[config.mk]
export PLATFORM = sky130hd
export DESIGN_NAME = lol_monitor
export DESIGN_NICKNAME = d
export VERILOG_FILES = /design/src/rtl/lol_monitor.sv
export SDC_FILE = /design/constraint.sdc
export NUM_CORES = 1
export LEC_CHECK = 0
export BUFFER_PORTS_ARGS = -buffer_cell sky130_fd_sc_hd__buf_2
export CORE_ASPECT_RATIO = 1.5
export CORE_UTILIZATION = 50
export CTS_CLUSTER_DIAMETER = 100
export DETAILED_ROUTE_END_ITERATION = 8
export PLACE_DENSITY_LB_ADDON = 0.1
export SLEW_MARGIN = 20
export SYNTH_ARGS = -nofsm -noshare
export SYNTH_HDL_FRONTEND = slang
export SYNTH_SLANG_ARGS = --single-unit
[constraint.sdc]
create_clock -name clk -period 3.7 [get_ports clk]
set_input_delay 0.74 -clock clk [delete_from_list [all_inputs] [get_ports clk]]
set_output_delay 0.74 -clock clk [all_outputs]
set_load 0.02 [all_outputs]
[src/rtl/lol_monitor.sv]
module lol_monitor #(
  parameter int NCH   = 4,
  parameter int THR_W = 8,
  parameter int DLY_W = 29
) (
  input  logic                 clk,
  input  logic                 rst_n,
  input  logic [NCH*THR_W-1:0] pll_err_i,
  output logic [NCH-1:0]       lol_o,
  input  logic                 reg_we_i,
  input  logic [7:0]           reg_addr_i,
  input  logic [7:0]           reg_wdata_i,
  output logic [7:0]           reg_rdata_o
);
  localparam int DB = (DLY_W + 7) / 8;
  localparam int DW = DB * 8;
  localparam logic [DW-1:0] DMASK = DW'((64'd1 << DLY_W) - 64'd1);
  localparam logic [7:0] A_STAT = 8'h00;
  localparam logic [7:0] A_FLG  = 8'h01;
  localparam logic [7:0] A_TEN  = 8'h02;
  localparam logic [7:0] A_SET  = 8'h10;
  localparam logic [7:0] A_CLR  = 8'h14;
  localparam logic [7:0] A_DLY  = 8'h20;

  logic [NCH-1:0][THR_W-1:0] set_q, clr_q;
  logic [NCH-1:0][DW-1:0]    dly_q, cnt_q;
  logic [NCH-1:0]            lol_q, flg_q, ten_q, hit, below, rise;

  assign lol_o = lol_q;
  assign rise  = hit & ~lol_q;

  for (genvar c = 0; c < NCH; c++) begin : g_ch
    logic [THR_W-1:0] e;
    logic [DW-1:0]    cnt_nx;
    assign e        = pll_err_i[c*THR_W +: THR_W];
    assign hit[c]   = e > set_q[c];
    assign below[c] = e < clr_q[c];
    assign cnt_nx   = cnt_q[c] + DW'(1);

    always_ff @(posedge clk) begin
      if (!rst_n) begin
        lol_q[c] <= 1'b1;
        cnt_q[c] <= '0;
      end else if (hit[c]) begin
        lol_q[c] <= 1'b1;
        cnt_q[c] <= '0;
      end else if (lol_q[c] && below[c]) begin
        if (!ten_q[c] || cnt_nx >= dly_q[c]) begin
          lol_q[c] <= 1'b0;
          cnt_q[c] <= '0;
        end else begin
          cnt_q[c] <= cnt_nx;
        end
      end else begin
        cnt_q[c] <= '0;
      end
    end
  end

  always_ff @(posedge clk) begin
    if (!rst_n) begin
      flg_q <= '1;
      ten_q <= '1;
      for (int c = 0; c < NCH; c++) begin
        set_q[c] <= THR_W'(8'h80);
        clr_q[c] <= THR_W'(8'h40);
        dly_q[c] <= '0;
      end
    end else begin
      if (reg_we_i && reg_addr_i == A_FLG)
        flg_q <= (flg_q & reg_wdata_i[NCH-1:0]) | rise;
      else
        flg_q <= flg_q | rise;
      if (reg_we_i && reg_addr_i == A_TEN) ten_q <= reg_wdata_i[NCH-1:0];
      for (int c = 0; c < NCH; c++) begin
        if (reg_we_i && reg_addr_i == A_SET + 8'(c)) set_q[c] <= reg_wdata_i[THR_W-1:0];
        if (reg_we_i && reg_addr_i == A_CLR + 8'(c)) clr_q[c] <= reg_wdata_i[THR_W-1:0];
        for (int b = 0; b < DB; b++)
          if (reg_we_i && reg_addr_i == A_DLY + 8'(c*4 + b))
            dly_q[c][b*8 +: 8] <= reg_wdata_i & DMASK[b*8 +: 8];
      end
    end
  end

  always_comb begin
    reg_rdata_o = '0;
    if (reg_addr_i == A_STAT) reg_rdata_o[NCH-1:0] = lol_q;
    if (reg_addr_i == A_FLG)  reg_rdata_o[NCH-1:0] = flg_q;
    if (reg_addr_i == A_TEN)  reg_rdata_o[NCH-1:0] = ten_q;
    for (int c = 0; c < NCH; c++) begin
      if (reg_addr_i == A_SET + 8'(c)) reg_rdata_o[THR_W-1:0] = set_q[c];
      if (reg_addr_i == A_CLR + 8'(c)) reg_rdata_o[THR_W-1:0] = clr_q[c];
      for (int b = 0; b < DB; b++)
        if (reg_addr_i == A_DLY + 8'(c*4 + b)) reg_rdata_o = dly_q[c][b*8 +: 8];
    end
  end
endmodule

* After elaboration in Yosys (flattened, before gate mapping)
Index checks and enable logic that the tools add are counted. Widths: inputs -> output; s select.
Word-level totals: bits in registers 320, latch bits 0, memory bits (writable) 0, bits in read-only memories 0, input port bits 51, output and inout port bits 12, word-level logic and storage cells 165, memories 0
Cells by class: $add $sub $neg 4, multiply operators 0, divide/modulo/power cells 0, magnitude comparators 12, eq/ne operators 26, shifts and indexed selects 0, multiplexer cells 28, bitwise gates (word level) 10, reduce and logical (&&, ||, !) cells 51
Operators by type and width (count):
- $mux 8 | 24
- $add 32x1->32 const B | 4
- $eq 8x6->1 const B | 16
- $ge 32x29->1 | 4
- $eq 8x5->1 const B | 8
- $gt 8x8->1 | 4
- $lt 8x8->1 | 4
- $logic_and 1x1->1 | 30
- $mux 4 | 4
- $reduce_or 4->1 | 4
- $and 4x4->4 | 2
- $eq 8x1->1 const B | 1
- $eq 8x2->1 const B | 1
- $logic_not 8->1 | 1
- $or 4x4->4 | 2
- $reduce_and 2->1 | 4
- $reduce_or 2->1 | 4
- $not 1->1 | 5
- $logic_not 1->1 | 4
- $logic_or 1x1->1 | 4
- $not 4->4 | 1

* Longest topological paths before layout
word-level depth 28, mapped depth 17, depth with buffers taken out 15

* Worst setup path before layout
Ideal clock, no wire load.
path type input port to output port, start input reg_addr_i[2], end output reg_rdata_o[2], arrival 2.724 ns, data required time 2.960 ns, setup slack 0.236 ns, stages 9, path buffers 3, path through clkbuf_2 -> nor2b_1 -> clkbuf_1 -> nand2_1 -> nor2_1 -> clkbuf_1 -> a21oi_1 -> a211o_1 -> a21oi_1
On the way: longest elaborated chain between the ends 28, elaborated cells on any way between the ends 54, those cells by class eq/ne (26); mux (27); reduce/logical (1)
Ends and longest elaborated chain:
- start: declaration | RTL line 11 | input logic [7:0] reg_addr_i,
- $logic_not 8->1 | RTL line 87 | if (reg_addr_i == A_STAT) reg_rdata_o[NCH-1:0] = lol_q;
- $mux 4 | RTL line 87
- $mux 4 | RTL line 88 | if (reg_addr_i == A_FLG) reg_rdata_o[NCH-1:0] = flg_q;
- $mux 4 | RTL line 89 | if (reg_addr_i == A_TEN) reg_rdata_o[NCH-1:0] = ten_q;
- $mux 8 | RTL line 91 | if (reg_addr_i == A_SET + 8'(c)) reg_rdata_o[THR_W-1:0] = set_q[c];
- $mux 8 | RTL line 92 | if (reg_addr_i == A_CLR + 8'(c)) reg_rdata_o[THR_W-1:0] = clr_q[c];
- $mux 8 (4 in a row) | RTL line 94 | if (reg_addr_i == A_DLY + 8'(c*4 + b)) reg_rdata_o = dly_q[c][b*8 +: 8];
- $mux 8 | RTL line 91
- $mux 8 | RTL line 92
- $mux 8 (4 in a row) | RTL line 94
- $mux 8 | RTL line 91
- $mux 8 | RTL line 92
- $mux 8 (4 in a row) | RTL line 94
- $mux 8 | RTL line 91
- $mux 8 | RTL line 92
- $mux 8 (3 in a row) | RTL line 94
- $mux 8 * | RTL line 94
- end: declaration | RTL line 13 | output logic [7:0] reg_rdata_o
Every way passes the cells marked *; elsewhere a longest branch is shown, timed or not.

* Final worst setup path
start input reg_addr_i[7], end output reg_rdata_o[5]
On the way: longest elaborated chain between the ends 25, elaborated cells on any way between the ends 48, those cells by class eq/ne (24); mux (24)
Ends and longest elaborated chain (RTL line):
- $eq 8x5->1 | 91
- $mux 8 | 91
- $mux 8 | 92
- $mux 8 (4 in a row) | 94
- $mux 8 | 91
- $mux 8 | 92
- $mux 8 (4 in a row) | 94
- $mux 8 | 91
- $mux 8 | 92
- $mux 8 (4 in a row) | 94
- $mux 8 | 91
- $mux 8 | 92
- $mux 8 (3 in a row) | 94
- $mux 8 * | 94
Marked as above.

==> results_tabular.tex <==
\begin{tabular}{lr}
\hline
Metric & Value \\
\hline
\multicolumn{2}{l}{\textbf{Final layout}} \\
\quad Commonest non-fill, non-tap cell in the layout & dfxtp\_1 \\
\quad Number of nets in the layout & 2758 \\
\quad Highest-count cells in the layout ignoring fill and taps & dfxtp\_1 (320), nand2\_1 (252), inv\_1 (189) \\
\quad Final Cell Area & 23200 sq um \\
\quad P\&R area growth vs syn & 17.5\% \\
\quad Ratio of cells with drive above 1 in the final layout & 0.151 \\
\quad Final cell count without fillers & 3047 \\
\quad Post-route core utilization & 0.600 \\
\multicolumn{2}{l}{\textbf{Pwr}} \\
\quad Internal Power & 5.98 mW \\
\quad Sequential fraction of design power & 0.445 \\
\quad Relative contribution of the clock network to total power & 0.484 \\
\quad Leak & 9.04 nW \\
\quad Cell Pwr Density & 336 nW/um\^{}2 \\
\quad Combinational power share & 0.071 \\
\quad Max VDD drop & 0.411 mV \\
\quad Sw Ratio & 0.233 \\
\quad Switching Power & 1.82 mW \\
\multicolumn{2}{l}{\textbf{Timing}} \\
\quad Setup slack after layout & 8.36 ps \\
\quad Count of endpoints failing hold in the final timing report & 0 \\
\quad Normalized max-slew margin & 0.263 \\
\quad Fraction of the cycle the final worst path needs & 0.998 \\
\quad Maximum achievable frequency & 271 MHz \\
\quad Number of pins exceeding their max-slew limit in the final report & 0 \\
\quad Minimum hold slack & 467 ps \\
\quad Total setup violations reported at the end of the flow & 0 \\
\quad Actual transition at the worst max-transition pin & 1100 ps \\
\quad Largest clock skew in the final design & 17.3 ps \\
\quad Fin crit period & 3690 ps \\
\quad Setup repair after global routing missed its margin & true \\
\multicolumn{2}{l}{\textbf{Routing}} \\
\quad Via count of the routed design & 17900 \\
\quad Antenna viol nets, final & 0 \\
\quad Count of unresolved DRC violations after routing & 0 \\
\quad Routed wire length & 63.3 mm \\
\quad Number of DRC violations after detailed-routing iteration 0 & 1327 \\
\quad Average wire per cell in the routed design & 20.8 microns \\
\quad Number of iterations in the first detailed-routing pass & 5 \\
\quad Vias/cell & 5.86 \\
\multicolumn{2}{l}{\textbf{Clock network}} \\
\quad Later-pin clock latency in the skew report & 540 ps \\
\quad Hold-fix buffers, CTS & 0 \\
\quad Number of clock sinks & 320 \\
\quad Root buffer cell & clkbuf\_16 \\
\quad TritonCTS clock tree & built \\
\quad Depth of the CTS H-tree & 2 \\
\quad Buffers from clock root to sink, at most & 3 \\
\quad Clock input transition at the sequential cells of the worst setup and hold paths & 60 ps \\
\quad Number of buffers created by CTS & 34 \\
\multicolumn{2}{l}{\textbf{Worst setup path}} \\
\quad Worst path required time & 2960 ps \\
\quad Startpoint-to-endpoint class of the critical path & primary input to output pin \\
\quad Internal reg-to-reg setup slack & 130 ps \\
\quad Type of element capturing the critical path & output pin \\
\quad Startpoint type of the worst setup path & primary input \\
\quad Critical path fanouts, max & 12 \\
\quad Worst Path Arrival & 2950 ps \\
\multicolumn{2}{l}{\textbf{Floorplanning}} \\
\quad Core ar. & 38600 sq um \\
\quad Y dimension of the die & 245 microns \\
\quad Effective utilization at floorplan & 0.511 \\
\quad Ports & 63 \\
\quad Die ar. & 40300 sq um \\
\quad Horiz. Die Dim & 164 microns \\
\quad Number of placement rows & 88 \\
\multicolumn{2}{l}{\textbf{Synthesis}} \\
\quad Cell taking the most area after synthesis & dfxtp\_1 \\
\quad Dominant register cell in the synthesized netlist & dfxtp\_1 \\
\quad Register bit total from synthesis & 320 \\
\quad Fraction of post-synthesis cell area in the top cell type by area & 0.325 \\
\quad Fraction of synthesis flops using an asynchronous set or reset pin & 0 \\
\quad Synthesized instance count & 2381 \\
\quad Sequential-to-total area share from yosys stat & 0.325 \\
\quad Cell types occupying the most area after synthesis & dfxtp\_1 (32\%), ha\_1 (11\%), a21boi\_0 (4.9\%), nand2\_1 (4.9\%), nand3\_1 (4.0\%) \\
\quad Count of distinct cell types in the synthesized netlist & 78 \\
\quad Post-synthesis instance area & 19700 sq um \\
\quad Avg Inst Size Synth & 8.29 sq um \\
\quad Synth warnings & 0 \\
\quad Number of enable flip-flop cells after synthesis & 0 \\
\multicolumn{2}{l}{\textbf{Placement}} \\
\quad Setup slack at placement & -236 ps \\
\quad Count of port buffers added during placement & 62 \\
\quad Routability congestion estimate from global placement & 0.971 \\
\quad Detail Placement HPWL & 47.5 mm \\
\quad Number of cells after detailed placement & 2974 \\
\quad Post-place instance area & 21400 sq um \\
\multicolumn{2}{l}{\textbf{Min path}} \\
\quad Min-Delay Path Class & register to register \\
\multicolumn{2}{l}{\textbf{GRT}} \\
\quad GR Layer Usage met2 & 0.578 \\
\quad Total routing resource utilization after global routing & 0.314 \\
\quad GR Overflow Total & 0 \\
\quad GRT busiest layer & met2 \\
\quad Met1 Usage GRT & 0.345 \\
\quad Maximum number of pins on one net before global-route repair & 92 \\
\quad Via count of the first global-routing pass & 17800 \\
\quad M3 GR Usage & 0.0322 \\
\quad Wire length of the first global-routing pass & 97.5 mm \\
\quad Number of antenna violations at the first check in global routing & 1 \\
\multicolumn{2}{l}{\textbf{Run status}} \\
\quad Status & complete, no violations \\
\multicolumn{2}{l}{\textbf{Flow run}} \\
\quad Number of max-cap violations & 0 \\
\hline
\end{tabular}
[per-layer routing]
layer  wire length [microns]  share of wire
met1                   24600           0.39
met2                   32700           0.52
met3                    2230          0.035
met4                    3750          0.059
met5                       0              0
[stage by stage]
stage               power [mW]  TNS, ps
global placement          4.07    -1950
floorplan                 3.85        0
CTS                       7.84    -87.4
detailed placement        4.08    -3260
global route              8.00     -387
finish                    7.79        0
[kinds of logic after synthesis]
family	Yosys count	synth area share
buffers and inverters	324	0.0642
and+or+nand+nor	868	0.237
AOI/OAI and AO/OA	497	0.168
muxes	77	0.0412
xor gates and xnor gates	114	0.0506
adders and majority gates	180	0.114
DFF	320	0.325
other	1	0.000190
[sequential cells by signal, summed over array words and instances (netlist names)]
register,cells
ten_q,4
cnt_q,128
lol_o,4
flg_q,4
clr_q,32
dly_q,116
set_q,32
[area by class of cell]
type | instances | area, sq um
antenna | 1 | 2.50
fill | 3532 | 15500
tap | 495 | 619
sequential | 320 | 6410
inverter | 189 | 709
clock buffer | 51 | 1020
multi-input combinational | 1748 | 12500
clock inverter | 9 | 201
timing repair buffer | 234 | 1770
[final timing paths]
kind / to / depth (start not counted) / start
worst max register to register: cnt_q[69]$_SDFF_PP0_ / 18 / cnt_q[64]$_SDFF_PP0_
worst max-delay path: reg_rdata_o[5] / 12 / reg_addr_i[7]
worst min-delay path: dly_q[48]$_SDFFE_PN0P_ / 2 / dly_q[48]$_SDFFE_PN0P_
worst min register to register: dly_q[48]$_SDFFE_PN0P_ / 2 / dly_q[48]$_SDFFE_PN0P_
[timing repair]
| item | 4_1_cts | 5_1_grt |
|---|---|---|
| endpoints found under the hold margin | 0 | 0 |
| resized for setup | 36 | 58 |
| setup buffers | 1 | 9 |
| setup endpoints to repair | 37 | 96 |
| pin swaps | 9 | 19 |
| cloned | 0 | 1 |
[synthesized netlist by cell type, types with 10 or more instances]
cell,number
o21ai_0,113
nand2b_1,12
o22ai_1,21
nor4_1,10
nand3_1,159
dfxtp_1,320
a21oi_1,75
and4_1,26
a21boi_0,128
nand4_1,35
ha_1,180
o211ai_1,18
inv_1,189
and2_1,11
xor2_1,37
nor2b_4,10
buf_2,21
clkbuf_1,105
a22oi_1,12
xnor2_1,77
nor2b_1,81
and3_1,24
mux2i_1,71
nor2_1,97
nand2_1,255
a31oi_1,10
nor3_1,29
a21o_1,26
a211oi_1,14
nor3b_1,54
nor4b_1,29
[critical path, cell delays in order]
cell and delay [ps]:
buf_2 110, buf_6 120, nor4b_2 270, buf_4 220, nand2_2 140, nor2_1 180
buf_4 220, a22oi_1 160, a31oi_1 340, o21ai_1 100, nand3_1 160, buf_4 170
[power by group through the flow]
stage                     logic, mW  clock network, mW  registers, mW
after floorplan               0.296                  0           3.55
after global placement        0.519                  0           3.55
after detailed placement      0.527                  0           3.55
after CTS                     0.537               3.83           3.47
after global routing          0.588               3.94           3.47
final                         0.553               3.77           3.47
(Power assumes the default switching activity.)
